[config.mk]
export PLATFORM = sky130hd
export DESIGN_NAME = pil_arbiter
export DESIGN_NICKNAME = d
export VERILOG_FILES = /design/src/rtl/pil_pkg.sv /design/src/rtl/pil_pending_merge.sv /design/src/rtl/pil_priority_pick.sv /design/src/rtl/pil_req_ctrl.sv /design/src/rtl/pil_edge_wake.sv /design/src/rtl/pil_arbiter.sv
export SDC_FILE = /design/constraint.sdc
export NUM_CORES = 1
export LEC_CHECK = 0
export BUFFER_PORTS_ARGS = -buffer_cell sky130_fd_sc_hd__buf_4
export CAP_MARGIN = 10
export CORE_MARGIN = 2
export CORE_UTILIZATION = 50
export CTS_CLUSTER_SIZE = 30
export DETAILED_ROUTE_END_ITERATION = 10
export MAX_ROUTING_LAYER = met4
export PLACE_DENSITY = 0.85
export RECOVER_POWER = 100
export SLEW_MARGIN = 20
export SYNTH_ARGS = -nofsm -noshare
export SYNTH_HDL_FRONTEND = slang
export SYNTH_SLANG_ARGS = --single-unit
[constraint.sdc]
create_clock -name clk -period 4 [get_ports clk]
set_input_delay 0.2 -clock clk [delete_from_list [all_inputs] [get_ports clk]]
set_output_delay 0.2 -clock clk [all_outputs]
set_load 0.05 [all_outputs]
[src/rtl/pil_pkg.sv]
package pil_pkg;
  localparam int unsigned LEVELS_D = 16;
  localparam int unsigned TT_W_D   = 9;
  localparam int unsigned DEPTH_W_D = 3;
  localparam logic [TT_W_D-1:0] TT_BASE_D = 9'h040;
  localparam int unsigned TIMER_LVL_D = 14;

  function automatic logic [TT_W_D-1:0] tt_code(input logic [TT_W_D-1:0] base,
                                                 input int unsigned lvl);
    return base | TT_W_D'(lvl);
  endfunction
endpackage

[src/rtl/pil_pending_merge.sv]
module pil_pending_merge #(
  parameter int unsigned LEVELS    = 16,
  parameter int unsigned TIMER_LVL = 14,
  localparam int unsigned SOFT_W   = LEVELS + 1
) (
  input  logic [LEVELS-1:0] ext_lvl,
  input  logic [SOFT_W-1:0] soft_int,
  output logic [LEVELS-1:0] pending
);
  logic timer_hit;
  assign timer_hit = soft_int[0] | soft_int[SOFT_W-1];

  genvar g;
  generate
    for (g = 0; g < LEVELS; g++) begin : g_lvl
      if (g == 0) begin : g_zero
        assign pending[g] = ext_lvl[g];
      end else if (g == TIMER_LVL) begin : g_timer
        assign pending[g] = ext_lvl[g] | soft_int[g] | timer_hit;
      end else begin : g_plain
        assign pending[g] = ext_lvl[g] | soft_int[g];
      end
    end
  endgenerate
endmodule

[src/rtl/pil_priority_pick.sv]
module pil_priority_pick #(
  parameter int unsigned LEVELS = 16,
  localparam int unsigned PIL_W = $clog2(LEVELS)
) (
  input  logic [LEVELS-1:0] pending,
  input  logic [PIL_W-1:0]  cur_pil,
  output logic              below,
  output logic              found,
  output logic [PIL_W-1:0]  win_lvl
);
  logic [LEVELS:0]   thresh;
  logic [LEVELS-1:0] cand;

  assign thresh = (LEVELS+1)'(2) << cur_pil;
  assign below  = {1'b0, pending} < thresh;

  genvar g;
  generate
    for (g = 0; g < LEVELS; g++) begin : g_cand
      assign cand[g] = pending[g] && ((PIL_W+1)'(g) > {1'b0, cur_pil});
    end
  endgenerate

  always_comb begin
    found   = 1'b0;
    win_lvl = '0;
    for (int k = 0; k < LEVELS; k++) begin
      if (cand[k]) begin
        found   = 1'b1;
        win_lvl = PIL_W'(k);
      end
    end
  end
endmodule

[src/rtl/pil_req_ctrl.sv]
module pil_req_ctrl
  import pil_pkg::*;
#(
  parameter int unsigned LEVELS  = 16,
  parameter int unsigned TT_W    = 9,
  parameter int unsigned DEPTH_W = 3,
  parameter logic [TT_W-1:0] TT_BASE = 9'h040,
  localparam int unsigned PIL_W  = $clog2(LEVELS)
) (
  input  logic               clk,
  input  logic               rst,
  input  logic               below,
  input  logic               found,
  input  logic [PIL_W-1:0]   win_lvl,
  input  logic               int_en,
  input  logic [DEPTH_W-1:0] trap_depth,
  input  logic [TT_W-1:0]    cur_tt,
  output logic               irq_req,
  output logic [TT_W-1:0]    irq_tt
);
  logic [TT_W-1:0] new_tt;
  logic            blocked;

  assign new_tt  = TT_BASE | TT_W'(win_lvl);
  assign blocked = (trap_depth != '0) && (cur_tt > new_tt);

  always_ff @(posedge clk) begin
    if (rst) begin
      irq_req <= 1'b0;
      irq_tt  <= '0;
    end else if (below || !int_en) begin
      irq_req <= 1'b0;
      irq_tt  <= '0;
    end else if (found && !blocked && (new_tt != irq_tt)) begin
      irq_req <= 1'b1;
      irq_tt  <= new_tt;
    end
  end
endmodule

[src/rtl/pil_edge_wake.sv]
module pil_edge_wake #(
  parameter int unsigned LEVELS = 16
) (
  input  logic              clk,
  input  logic              rst,
  input  logic [LEVELS-1:0] ext_lvl,
  output logic              wake
);
  logic [LEVELS-1:0] ext_prev;

  always_ff @(posedge clk) begin
    ext_prev <= ext_lvl;
    if (rst) wake <= 1'b0;
    else     wake <= |(ext_lvl & ~ext_prev);
  end
endmodule

[src/rtl/pil_arbiter.sv]
module pil_arbiter
  import pil_pkg::*;
#(
  parameter int unsigned LEVELS    = LEVELS_D,
  parameter int unsigned TT_W      = TT_W_D,
  parameter int unsigned DEPTH_W   = DEPTH_W_D,
  parameter int unsigned TIMER_LVL = TIMER_LVL_D,
  parameter logic [TT_W-1:0] TT_BASE = TT_BASE_D,
  localparam int unsigned PIL_W    = $clog2(LEVELS),
  localparam int unsigned SOFT_W   = LEVELS + 1
) (
  input  logic               clk,
  input  logic               rst,
  input  logic [LEVELS-1:0]  ext_lvl,
  input  logic [SOFT_W-1:0]  soft_int,
  input  logic [PIL_W-1:0]   cur_pil,
  input  logic               int_en,
  input  logic [DEPTH_W-1:0] trap_depth,
  input  logic [TT_W-1:0]    cur_tt,
  output logic               irq_req,
  output logic [TT_W-1:0]    irq_tt,
  output logic               wake
);
  logic [LEVELS-1:0] pending;
  logic              below, found;
  logic [PIL_W-1:0]  win_lvl;

  pil_pending_merge #(.LEVELS(LEVELS), .TIMER_LVL(TIMER_LVL)) u_merge (
    .ext_lvl(ext_lvl), .soft_int(soft_int), .pending(pending)
  );

  pil_priority_pick #(.LEVELS(LEVELS)) u_pick (
    .pending(pending), .cur_pil(cur_pil),
    .below(below), .found(found), .win_lvl(win_lvl)
  );

  pil_req_ctrl #(.LEVELS(LEVELS), .TT_W(TT_W), .DEPTH_W(DEPTH_W), .TT_BASE(TT_BASE)) u_ctrl (
    .clk(clk), .rst(rst), .below(below), .found(found), .win_lvl(win_lvl),
    .int_en(int_en), .trap_depth(trap_depth), .cur_tt(cur_tt),
    .irq_req(irq_req), .irq_tt(irq_tt)
  );

  pil_edge_wake #(.LEVELS(LEVELS)) u_wake (
    .clk(clk), .rst(rst), .ext_lvl(ext_lvl), .wake(wake)
  );
endmodule

; After elaboration in Yosys (flattened, before gate mapping)
; Cells that the tools add are included.
[word_totals]
regBits = 23
in_bits = 52
out_inout_bits = 11
elab_cells = 96
[op_classes]
magnitude_cmp = 17
n_eq_ne = 1
n_shift = 1
mux = 30
bitwise = 19
n_reduce_logical = 24
[ops]
columns = cell, n
row1 = $gt A4 B4 Y1 const A, 8
row2 = $mux W4, 8
row3 = $logic_and A1 B1 Y1, 18
row4 = $lt A16 B17 Y1, 1
row5 = $or A1 B1 Y1, 17
row6 = $shl A2 B4 Y17 const A, 1
row7 = $and A16 B16 Y16, 1
row8 = $gt A3 B4 Y1 const A, 4
row9 = $mux W1, 16
row10 = $not A16 Y16, 1
row11 = $reduce_or A16 Y1, 1
row12 = $mux W3, 4
row13 = $gt A9 B7 Y1, 1
row14 = $gt A2 B4 Y1 const A, 2
row15 = $ne A5 B5 Y1, 1
row16 = $gt A1 B4 Y1 const A, 1
row17 = $mux W2, 2
row18 = $reduce_bool A3 Y1, 1
row19 = $logic_not A1 Y1, 2
row20 = $reduce_or A2 Y1, 1
row21 = $logic_or A1 B1 Y1, 1

; Logic depth before layout (Yosys ltp)
; Gate-level depths: netlist of the first run.
[depth]
depth_word = 22
depth_mapped = 15
depth_no_buf = 15

; Modules after synthesis
; From an unflattened synthesis of the first run, not the netlist that was laid out.
[unflattened]
hier_cells = 228
hier_area_um2 = 1813.0
[by_module_without_submodules]
columns = mod, n_inst, cells_per_inst, area_per_inst_um2, seq_area_each_um2
row1 = pil_priority_pick, 1, 121, 784.5, 0.0
row2 = pil_edge_wake, 1, 42, 470.5, 340.3
row3 = pil_req_ctrl, 1, 49, 455.4, 100.1
row4 = pil_pending_merge, 1, 16, 102.6, 0.0

; Least setup slack after synthesis of the first run
; Ideal clock, no wire load.
[synth_timing]
path_type = input port to flip-flop
from = input soft_int[11]
to = register u_ctrl.irq_tt[3]
setup_time_ns = 0.091
arrival_ns = 2.988
t_required_ns = 3.909
slack_ns = 0.921
cell_stages = 13
n_path_buf = 0
cell_sequence = or4_1 o211a_1 a311o_1 a31oi_1 ha_1 nor2b_1 o21ai_0 nand2b_1 a21oi_1 o21ai_0 a32oi_1 a21oi_1 a311oi_1
[synth_between]
elab_chain_len = 12
elab_cells_between_ends = 21
classes_between = 2 x order compare / 1 x eq/ne / 10 x mux / 1 x bitwise / 7 x reduce/logical
[synth_lines]
columns = item, line
row1 = start: declaration, pil_arbiter.sv:15  ; input logic [SOFT_W-1:0] soft_int,
row2 = $or A1 B1 Y1 (*), pil_pending_merge.sv:21  ; assign pending[g] = ext_lvl[g] | soft_int[g];
row3 = $logic_and A1 B1 Y1, pil_priority_pick.sv:20  ; assign cand[g] = pending[g] && ((PIL_W+1)'(g) > {1'b0, cur_pil});
row4 = $mux W4 (5 in series), pil_priority_pick.sv:28  ; if (cand[k]) begin
row5 = $gt A9 B7 Y1, pil_req_ctrl.sv:25  ; assign blocked = (trap_depth != '0) && (cur_tt > new_tt);
row6 = $logic_and A1 B1 Y1, pil_req_ctrl.sv:25
row7 = $logic_not A1 Y1, pil_req_ctrl.sv:34  ; end else if (found && !blocked && (new_tt != irq_tt)) begin
row8 = $logic_and A1 B1 Y1 (2 in series), pil_req_ctrl.sv:34
row9 = end signal: assignment, pil_req_ctrl.sv:36  ; irq_tt <= new_tt;
row10 = end: declaration, pil_req_ctrl.sv:19  ; output logic [TT_W-1:0] irq_tt
; Mark *: on every way between the ends. The rest lies on a longest branch, timed or not.
; A chain may end at the register's enable or synchronous reset.

; Final worst setup path of the first run
[layout_timing]
from = input ext_lvl[6]
to = register u_ctrl.irq_tt[2]
[layout_between]
elab_chain_len = 17
elab_cells_between_ends = 31
classes_between = 2 x order compare / 1 x eq/ne / 20 x mux / 1 x bitwise / 7 x reduce/logical
[layout_lines]
columns = item, line
row1 = start: declaration, pil_arbiter.sv:14  ; input logic [LEVELS-1:0] ext_lvl,
row2 = $or A1 B1 Y1 (*), pil_pending_merge.sv:21
row3 = $logic_and A1 B1 Y1, pil_priority_pick.sv:20
row4 = $mux W3 (2 in series), pil_priority_pick.sv:28
row5 = $mux W4 (8 in series), pil_priority_pick.sv:28
row6 = $gt A9 B7 Y1, pil_req_ctrl.sv:25
row7 = $logic_and A1 B1 Y1, pil_req_ctrl.sv:25
row8 = $logic_not A1 Y1, pil_req_ctrl.sv:34
row9 = $logic_and A1 B1 Y1 (2 in series), pil_req_ctrl.sv:34
; Marked as above.

==> results of run 1 <==
-- kinds of logic (layout without fill, tap and decap cells) --
| kind of cell | after synthesis | count (layout) | share of synthesized area |
|---|---|---|---|
| other | 1 | 4 | 0.00206 |
| AOI/OAI and AO/OA | 70 | 70 | 0.291 |
| xor gates and xnor gates | 1 | 1 | 0.00480 |
| adders and majority gates | 19 | 19 | 0.130 |
| muxes | 1 | 1 | 0.00549 |
| and+or+nand+nor | 84 | 84 | 0.239 |
| buffers and inverters | 35 | 97 | 0.0864 |
| DFF | 22 | 22 | 0.241 |
-- cells in the final DEF (no fill, tap or decap), types with 2 or more instances in the layout --
cell | synthesis | routed
o22ai_1 | 5 | 5
a21oi_1 | 11 | 11
a21boi_0 | 2 | 2
nand2_1 | 25 | 25
ha_1 | 19 | 19
clkbuf_4 | 0 | 4
o21bai_1 | 3 | 3
nor4_1 | 5 | 5
o2111ai_1 | 2 | 2
inv_1 | 25 | 25
buf_4 | 7 | 35
a31oi_1 | 2 | 2
o211ai_1 | 4 | 4
dfxtp_1 | 22 | 22
dlygate4sd3_1 | 0 | 9
and4_1 | 2 | 2
nand3_1 | 2 | 2
a311oi_1 | 3 | 3
or2_2 | 9 | 9
a211oi_1 | 2 | 2
nor3_1 | 4 | 4
o21ai_0 | 6 | 6
conb_1 | 1 | 4
clkbuf_1 | 2 | 22
a2111oi_0 | 3 | 3
a2bb2oi_1 | 3 | 3
a221oi_1 | 2 | 2
nor2b_1 | 5 | 5
a21o_1 | 2 | 2
nor2_1 | 22 | 22
-- cell usage after synthesis, drive strengths merged (4+ instances only) --
| library cell | n | area share |
|---|---|---|
| inv | 26 | 0.053 |
| nand2 | 25 | 0.051 |
| dfxtp | 22 | 0.24 |
| nor2 | 22 | 0.045 |
| ha | 19 | 0.13 |
| a21oi | 11 | 0.030 |
| or2 | 9 | 0.031 |
| buf | 7 | 0.029 |
| nor4 | 6 | 0.029 |
| o21ai | 6 | 0.016 |
| nor2b | 5 | 0.017 |
| o22ai | 5 | 0.017 |
| nor3 | 4 | 0.011 |
| o211ai | 4 | 0.016 |
-- final cells by class --
class,count,area (sq um)
inverters,26,97.6
multi-input cells,179,1240
fillers,327,1100
well taps,46,57.6
clock buffers,4,36.3
flip-flops and latches,22,440
repair buffers,67,443
-- worst max path at each step --
stage	start	endpoint	slack (ps)	depth (start not counted)
floorplan	soft_int[11]	u_ctrl.irq_tt[3]	920	13
CTS	ext_lvl[6]	u_ctrl.irq_tt[2]	300	15
global route	ext_lvl[6]	u_ctrl.irq_tt[2]	20	15
detailed placement	soft_int[11]	u_ctrl.irq_tt[3]	460	14
global placement	soft_int[11]	u_ctrl.irq_tt[3]	600	14
finish	ext_lvl[6]	u_ctrl.irq_tt[2]	270	15
-- registers in the layout (all words and copies together), names as in the netlist --
| name | flops |
|---|---|
| u_wake.ext_prev | 16 |
| u_ctrl.irq_tt | 4 |
| u_ctrl.irq_req | 1 |
| u_wake.wake | 1 |
-- repair_timing --
item	CTS	global route
resized for setup	0	0
hold buffers	8	1
endpoints found under the hold margin	8	1
-- stage by stage --
step                hold slack (ps)  power, mW  instances  setup slack, ps  cell area [sq um]
finish                         45.8      0.547        344              273               2310
global route                   45.2      0.577        344             20.8               2310
CTS                            1.60      0.554        343              305               2380
detailed placement              314      0.423        331              460               2270
global placement                312      0.418        331              595               2270
floorplan                       228      0.350        236              921               1840
-- per-layer routing --
| layer | vias to the layer above | routed length (um) |
|---|---|---|
| met2 | 108 | 2560 |
| met1 | 907 | 2130 |
| met3 | 15 | 402 |
| li1 | 976 | - |
| met5 | - | 0 |
| met4 | 0 | 133 |
-- power by group --
group | leakage, nW | switching (mW) | internal (mW) | total, mW
sequential | 0.184 | 0.00491 | 0.230 | 0.235
combinational | 0.780 | 0.107 | 0.0782 | 0.185
clock | 0.0210 | 0.0713 | 0.0557 | 0.127
==> summary.md, run 1 <==
| Metric | Value |
|---|---|
| Status | `complete, no violations` |
| Worst rel slew slack | `0.430` |
| Post-detail-place hpwl | `3.99 mm` |
| Worst hold path type | `input port to flop` |
| VDD IR-drop max | `0.000121 V` |
| Initial core utilization | `0.534` |
| DRC | `0` |
| Routed wire per std cell | `15.2 um` |
| Post-Syn Area | `between 1500 and 2000 sq um` |
| Final Hold Fails | `0` |
| GP Congestion | `around 0.88` |
| Worst-Margin Slew | `844 ps` |
| Syn Inst Count | `233` |
| Final #Nets | `370` |
| Reg2reg end | `u_ctrl.irq_tt[2]` |
| Area Overhead vs Synth | `26.7%` |
| GRT met2 Usage | `0.465` |
| Worst-path clk slew | `130 ps` |
| RSZ-0062 raised after global routing | `false` |
| Kind of critical path | `input port to flop` |
| Final worst path period share | `0.932` |
| Fmax | `268 MHz` |
| Maxcap violations | `0` |
| Yosys warning total | `0` |
| FF-to-FF setup slack | `approximately 2400 ps` |
| DRT Pass-1 Iters | `4` |
| Rows | `21` |
| Pwr Density | `approximately 240 nW/um^2` |
| Critical Path AT | `3960 ps` |
| Sink Count | `22` |
| Largest net degree at the start of global routing | `17` |
| Initial DRC count | `121` |
| Hold path start | `ext_lvl[3]` |
| Met1 Use GR | `0.313` |
| Min-Delay Path Depth | `1` |
| Clock root cell | `clkbuf_4` |
| Total track usage | `0.266` |
| Synth async-reset ratio | `0` |
| Final antenna-violating net count | `0` |
| CP Capture Type | `flop` |
| Core region area | `3420 sq um` |
| First-pass GRT wire length | `8.54 mm` |
| Post-CTS setup buffers | `0` |
| Layout cell share with drive strength beyond 1 | `0.191` |
| Die width | `64.4 um` |
| Congestion Overflow GR | `0` |
| Average size of a mapped cell | `7.83 sq um` |
| Lkg Pwr | `0.985 nW` |
| Setup_tns | `0 ps` |
| IO Count | `63` |
| Final WL | `5.23 mm` |
| Hold path endpoint | `u_wake.ext_prev[3]` |
| Cell chain of the critical path | `dlygate4sd3_1 -> clkbuf_1 -> or2_2 -> o2bb2ai_1 -> a311o_1 -> a31oi_1 -> ha_1 -> nor2b_1 -> o21ai_0 -> nand2b_1 -> a21oi_1 -> o21ai_0 -> a32oi_1 -> a21oi_1 -> a311oi_1` |
| Chip height | `64.4 um` |
| TritonCTS Buffers | `3` |
| CP max-delay cell | `dlygate4sd3_1` |
| Synth Flop Type | `dfxtp_1` |
| Min Tclk post-route | `3730 ps` |
| Diodes inserted | `0` |
| CP required | `4240 ps` |
| Top cell family by delay on the critical path | `compound AO/OA/AOI/OAI gates` |
| Crit path launch type | `input port` |
| Yosys reg bits | `22` |
| Number of global-route vias before repair | `around 1.9k` |
| Vias per cell | `5.83` |
| H-Tree Depth | `1` |
| Clk_lat worst skew | `320 ps` |
| Post-synth EDFFs | `0` |
| Final core occ | `0.677` |
| Initial antenna violation count | `0` |
| Max stage delay on crit path | `560 ps` |
| Die ar. | `4150 sq um` |
| Maximum fanout along the worst path | `9` |
| Vias post-DR | `between 2k and 2.5k` |
| CTS tree | `built` |
| Slew Viols, Final | `0` |
| Met3 Use GR | `0.0387` |
| Layer with the highest usage | `met2` |
| Crit path buffers/inverters | `2` |
| IO buf count | `58` |
| Register area share after synthesis | `0.241` |
| Worst Reg-to-Reg Cells | `6` |
| Final setup fails | `0` |
| Layout Skew | `3.13 ps` |
| Clock Path Buffers | `2` |
| Worst R2R Start | `u_ctrl.irq_tt[2]` |
| Synth cell types | `61` |
(Power assumes the default switching activity.)
==> inputs of run 2 (changes only) <==
Settings changed: MAX_ROUTING_LAYER met4 to unset.
==> summary.md, run 2 (same netlist as run 1, synthesis figures left out) <==
| Metric | Value |
|---|---|
| Largest register FFs | `16` |
| Die width | `around 64 um` |
| IO buf count | `58` |
| Clock root cell | `clkbuf_4` |
| Critical Path AT | `around 4000 ps` |
| Final Hold Fails | `0` |
| Die ar. | `a little over 4000 sq um` |
| Pwr Density | `approximately 240 nW/um^2` |
| Maximum fanout along the worst path | `9` |
| Layout cell share with drive strength beyond 1 | `0.191` |
| Crit path launch type | `input port` |
| Maxcap violations | `0` |
| TritonCTS Buffers | `3` |
| Biggest regs | `u_wake.ext_prev x16, u_ctrl.irq_tt x4` |
| Clock Path Buffers | `2` |
| Worst Reg-to-Reg Cells | `6` |
| Most frequent cells in the layout | `buf_4 (35), nand2_1 (25), inv_1 (25)` |
| Top reg by flops | `u_wake.ext_prev` |
| Reg2reg end | `u_ctrl.irq_tt[2]` |
| Max stage delay on crit path | `560 ps` |
| Congestion Overflow GR | `0` |
| Diodes inserted | `0` |
| DR top layer | `met4` |
| Cell chain of the critical path | `dlygate4sd3_1 -> clkbuf_1 -> or2_2 -> o2bb2ai_1 -> a311o_1 -> a31oi_1 -> ha_1 -> nor2b_1 -> o21ai_0 -> nand2b_1 -> a21oi_1 -> o21ai_0 -> a32oi_1 -> a21oi_1 -> a311oi_1` |
| Initial antenna violation count | `0` |
| Initial DRC count | `122` |
| Worst hold path type | `input port to flop` |
| Chip height | `64.4 um` |
| RSZ-0062 raised after global routing | `false` |
| Top cell family by delay on the critical path | `compound AO/OA/AOI/OAI gates` |
| Pre-CTS WS | `460 ps` |
| Post-detail-place hpwl | `roughly 4.0 mm` |
| CP required | `roughly 4200 ps` |
| Area Overhead vs Synth | `26.7%` |
| Slew Viols, Final | `0` |
| Setup_tns | `0 ps` |
| DRT Pass-1 Iters | `4` |
| FF-to-FF setup slack | `about 2400 ps` |
| Pwr Total | `548 uW` |
| Routed wire per std cell | `15.1 um` |
| First-pass GRT wire length | `about 8.5 mm` |
| Worst-path clk slew | `between 100 and 150 ps` |
| Worst rel slew slack | `0.403` |
| Fmax | `between 200 and 300 MHz` |
| Final worst path period share | `0.937` |
| Core region area | `3420 sq um` |
| Worst R2R Start | `u_ctrl.irq_tt[2]` |
| Finished Layout Cells | `344` |
| H-Tree Depth | `1` |
| Commonest non-fill, non-tap cell in the layout | `buf_4` |
| Final #Nets | `370` |
| Setup crit start | `ext_lvl[6]` |
| VDD IR-drop max | `approximately 0.00012 V` |
| Number of global-route vias before repair | `1892` |
| Final setup fails | `0` |
| DRC | `0` |
| Levels on crit path | `15` |
| CTS tree | `built` |
| CP max-delay cell | `dlygate4sd3_1` |
| Layout Skew | `about 2.4 ps` |
| Placed Cells | `331` |
| Vias post-DR | `2023` |
| CP Capture Type | `flop` |
| IO Count | `63` |
| Post-route cell area | `2310 sq um` |
| Sink Count | `22` |
| DR WL met3 | `roughly 440 um` |
| Post-CTS sizing | `0` |
| Final core occ | `0.677` |
| Worst-Margin Slew | `884 ps` |
| GP Congestion | `0.870` |
| Placed cell areas | `2270 sq um` |
| Clk_lat worst skew | `roughly 320 ps` |
| Metal-1 WL | `2.08 mm` |
| Vias per cell | `5.88` |
| Final worst slack | `around 250 ps` |
| Initial core utilization | `0.534` |
| Worst Setup EP | `u_ctrl.irq_tt[2]` |
| Metal2 WL | `around 2.5 mm` |
| Kind of critical path | `input port to flop` |
| Status | `complete, no violations` |
| Fin Hold WS | `43.1 ps` |
| Final antenna-violating net count | `0` |
| Hold path start | `ext_lvl[12]` |
| Largest net degree at the start of global routing | `17` |
| Rows | `21` |
| Final WL | `5.18 mm` |
| Crit path buffers/inverters | `2` |
| Lkg Pwr | `0.985 nW` |
| Total track usage | `0.259` |
| Min Tclk post-route | `3750 ps` |
## run 2: cell counts in the layout (fill, tap and decap cells not counted)
No cell type changed its count.
## run 2: how the worst min path moves through the flow
stage / slack, ps / endpoint / depth (start not counted)
final: 40 / u_wake.ext_prev[12] / 1
after global routing: 50 / u_wake.wake / 2
after CTS: 2 / u_wake.ext_prev[3] / 1
after detailed placement: 310 / u_wake.ext_prev[0] / 1
after global placement: 310 / u_wake.ext_prev[0] / 1
after floorplan: 230 / u_wake.ext_prev[0] / 0
## run 2: repair_timing
| action | in CTS | in global routing |
|---|---|---|
| hold endpoints to repair | 8 | 1 |
| hold buffers | 8 | 1 |
| setup buffers | 0 | 0 |
## run 2: layer usage
| layer | track usage | vias to the layer above |
|---|---|---|
| met5 | 0 | - |
| met4 | 0.0851 | 0 |
| met3 | 0.0387 | 17 |
| met2 | 0.465 | 98 |
| met1 | 0.314 | 927 |
| li1 | - | 981 |
## run 2: final cells by class
class	count	area [sq um]
multi-input combinational	179	1240
fill	327	1100
timing repair buffer	67	443
sequential	22	440
inverter	26	97.6
tap	46	57.6
clock buffer	4	36.3
## run 2: where the power goes
part | switching [mW] | internal, mW
Clock | 0.0717 | 0.0557
Combinational | 0.107 | 0.0783
Sequential | 0.00489 | 0.230
Total | 0.183 | 0.364
## run 2: worst reg2reg max path: cells and delay by family (launching register included)
family	cells	cell delay, ps
AOI/OAI and AO/OA	5	980
DFF	1	440
buffers and inverters	1	60
==> inputs of run 3 (changes only) <==
Settings changed: PLACE_DENSITY 0.85 to 0.84.
==> summary.md, run 3 (same netlist as run 1, synthesis figures left out) <==
| Metric | Value |
|---|---|
| TritonCTS Buffers | `3` |
| Maximum fanout along the worst path | `9` |
| Final WL | `5.28 mm` |
| Slew Viols, Final | `0` |
| CP max-delay cell | `dlygate4sd3_1` |
| Layout cell share with drive strength beyond 1 | `0.187` |
| Number of global-route vias before repair | `1979` |
| Core region area | `~3400 sq um` |
| CP required | `about 4200 ps` |
| Crit path launch type | `input port` |
| Area Overhead vs Synth | `27.1%` |
| Pwr Density | `226 nW/um^2` |
| Max stage delay on crit path | `530 ps` |
| Diodes inserted | `0` |
| Largest net degree at the start of global routing | `17` |
| Final antenna-violating net count | `0` |
| Hold Buf Count CTS | `8` |
| RSZ-0062 raised after global routing | `false` |
| Clk_lat worst skew | `310 ps` |
| Largest register FFs | `16` |
| Die width | `64.4 um` |
| Worst hold path type | `input port to flop` |
| CTS tree | `built` |
| Kind of critical path | `input port to flop` |
| Worst rel slew slack | `0.428` |
| First-pass GRT wire length | `8.73 mm` |
| Total track usage | `0.267` |
| Crit path buffers/inverters | `2` |
| Sink Count | `22` |
| Final worst path period share | `0.923` |
| Fmax | `271 MHz` |
| Critical Path AT | `3920 ps` |
| Worst-path clk slew | `120 ps` |
| Initial core utilization | `0.534` |
| CP Capture Type | `flop` |
| Setup_tns | `0 ps` |
| Maxcap violations | `0` |
| IO Count | `63` |
| Cell chain of the critical path | `dlygate4sd3_1 -> clkbuf_1 -> or2_2 -> o2bb2ai_1 -> a311o_1 -> a31oi_1 -> ha_1 -> nor2b_1 -> o21ai_0 -> nand2b_1 -> a21oi_1 -> o21ai_0 -> a32oi_1 -> a21oi_1 -> a311oi_1` |
| Post-CTS sizing | `0` |
| Final #Nets | `372` |
| Rows | `21` |
| Status | `complete, no violations` |
| Lkg Pwr | `0.986 nW` |
| Biggest regs | `u_wake.ext_prev x16, u_ctrl.irq_tt x4` |
| Initial DRC count | `115` |
| Die ar. | `between 4000 and 5000 sq um` |
| Vias post-DR | `between 2k and 2.5k` |
| H-Tree Depth | `1` |
| Most frequent cells in the layout | `buf_4 (35), nand2_1 (25), inv_1 (25)` |
| Final worst slack | `309 ps` |
| Clock root cell | `clkbuf_4` |
| IO buf count | `58` |
| Pre-CTS WS | `423 ps` |
| Worst-Margin Slew | `roughly 850 ps` |
| Top reg by flops | `u_wake.ext_prev` |
| Post-CTS setup buffers | `0` |
| Post-detail-place hpwl | `around 4.1 mm` |
| GP Congestion | `0.946` |
| Clock Path Buffers | `2` |
| Final setup fails | `0` |
| Routed wire per std cell | `15.3 um` |
| Commonest non-fill, non-tap cell in the layout | `buf_4` |
| Vias per cell | `around 5.9` |
| Initial antenna violation count | `0` |
| Layout Skew | `0.463 ps` |
| VDD IR-drop max | `0.000147 V` |
| Top cell family by delay on the critical path | `compound AO/OA/AOI/OAI gates` |
| Final Hold Fails | `0` |
| Chip height | `64.4 um` |
| Congestion Overflow GR | `0` |
| Min Tclk post-route | `between 3000 and 4000 ps` |
| DRC | `0` |
| DRT Pass-1 Iters | `4` |
-- run 3: cell count changes in the layout (fill, tap and decap cells not counted) --
| cell | delta |
|---|---|
| dlygate4sd3_1 | +2 |
| clkbuf_8 | -1 |
-- run 3: path summary, 6_finish.rpt --
kind         slack [ps]  cells past startpoint              from                  to
max                 310                     15        ext_lvl[6]    u_ctrl.irq_tt[3]
min                  50                      1        ext_lvl[7]  u_wake.ext_prev[7]
max reg2reg        2430                      6  u_ctrl.irq_tt[2]    u_ctrl.irq_tt[2]
min reg2reg         550                      2    u_ctrl.irq_req      u_ctrl.irq_req
-- run 3: worst register-to-register path: cells and delay by family, from the launching register on --
family,cells,cell delay [ps]
compound gates,5,920
flops,1,440
buf+inv,1,60
-- run 3: report_power, final --
part	leakage [nW]	total, mW	internal, mW	switching (mW)
clock network	0.0138	0.103	0.0353	0.0677
registers	0.184	0.235	0.230	0.00499
logic	0.788	0.187	0.0793	0.108
-- run 3: layout make-up --
type                    count  area (sq um)
clock buffers               3          22.5
multi-input cells         179          1240
inverters                  26          97.6
well taps                  46          57.6
flip-flops and latches     22           440
fillers                   325          1100
repair buffers             69           463
-- run 3: metrics by stage --
step	std cells	utilization	cell area, sq um	hold slack (ps)	power [mW]
detailed placement	331	0.664	2270	314	0.423
finish	345	0.679	2320	54.9	0.525
floorplan	236	-	1840	228	0.350
global route	345	0.679	2320	45.7	0.562
CTS	342	0.694	2370	5.85	0.532
global placement	331	0.664	2270	313	0.419
-- run 3: layer usage --
metal,share of wire,GRT usage,vias to the layer above
li1,-,-,982
met1,0.41,0.325,926
met2,0.48,0.464,110
met3,0.076,0.0405,17
met4,0.029,0.114,0
met5,0,0,-
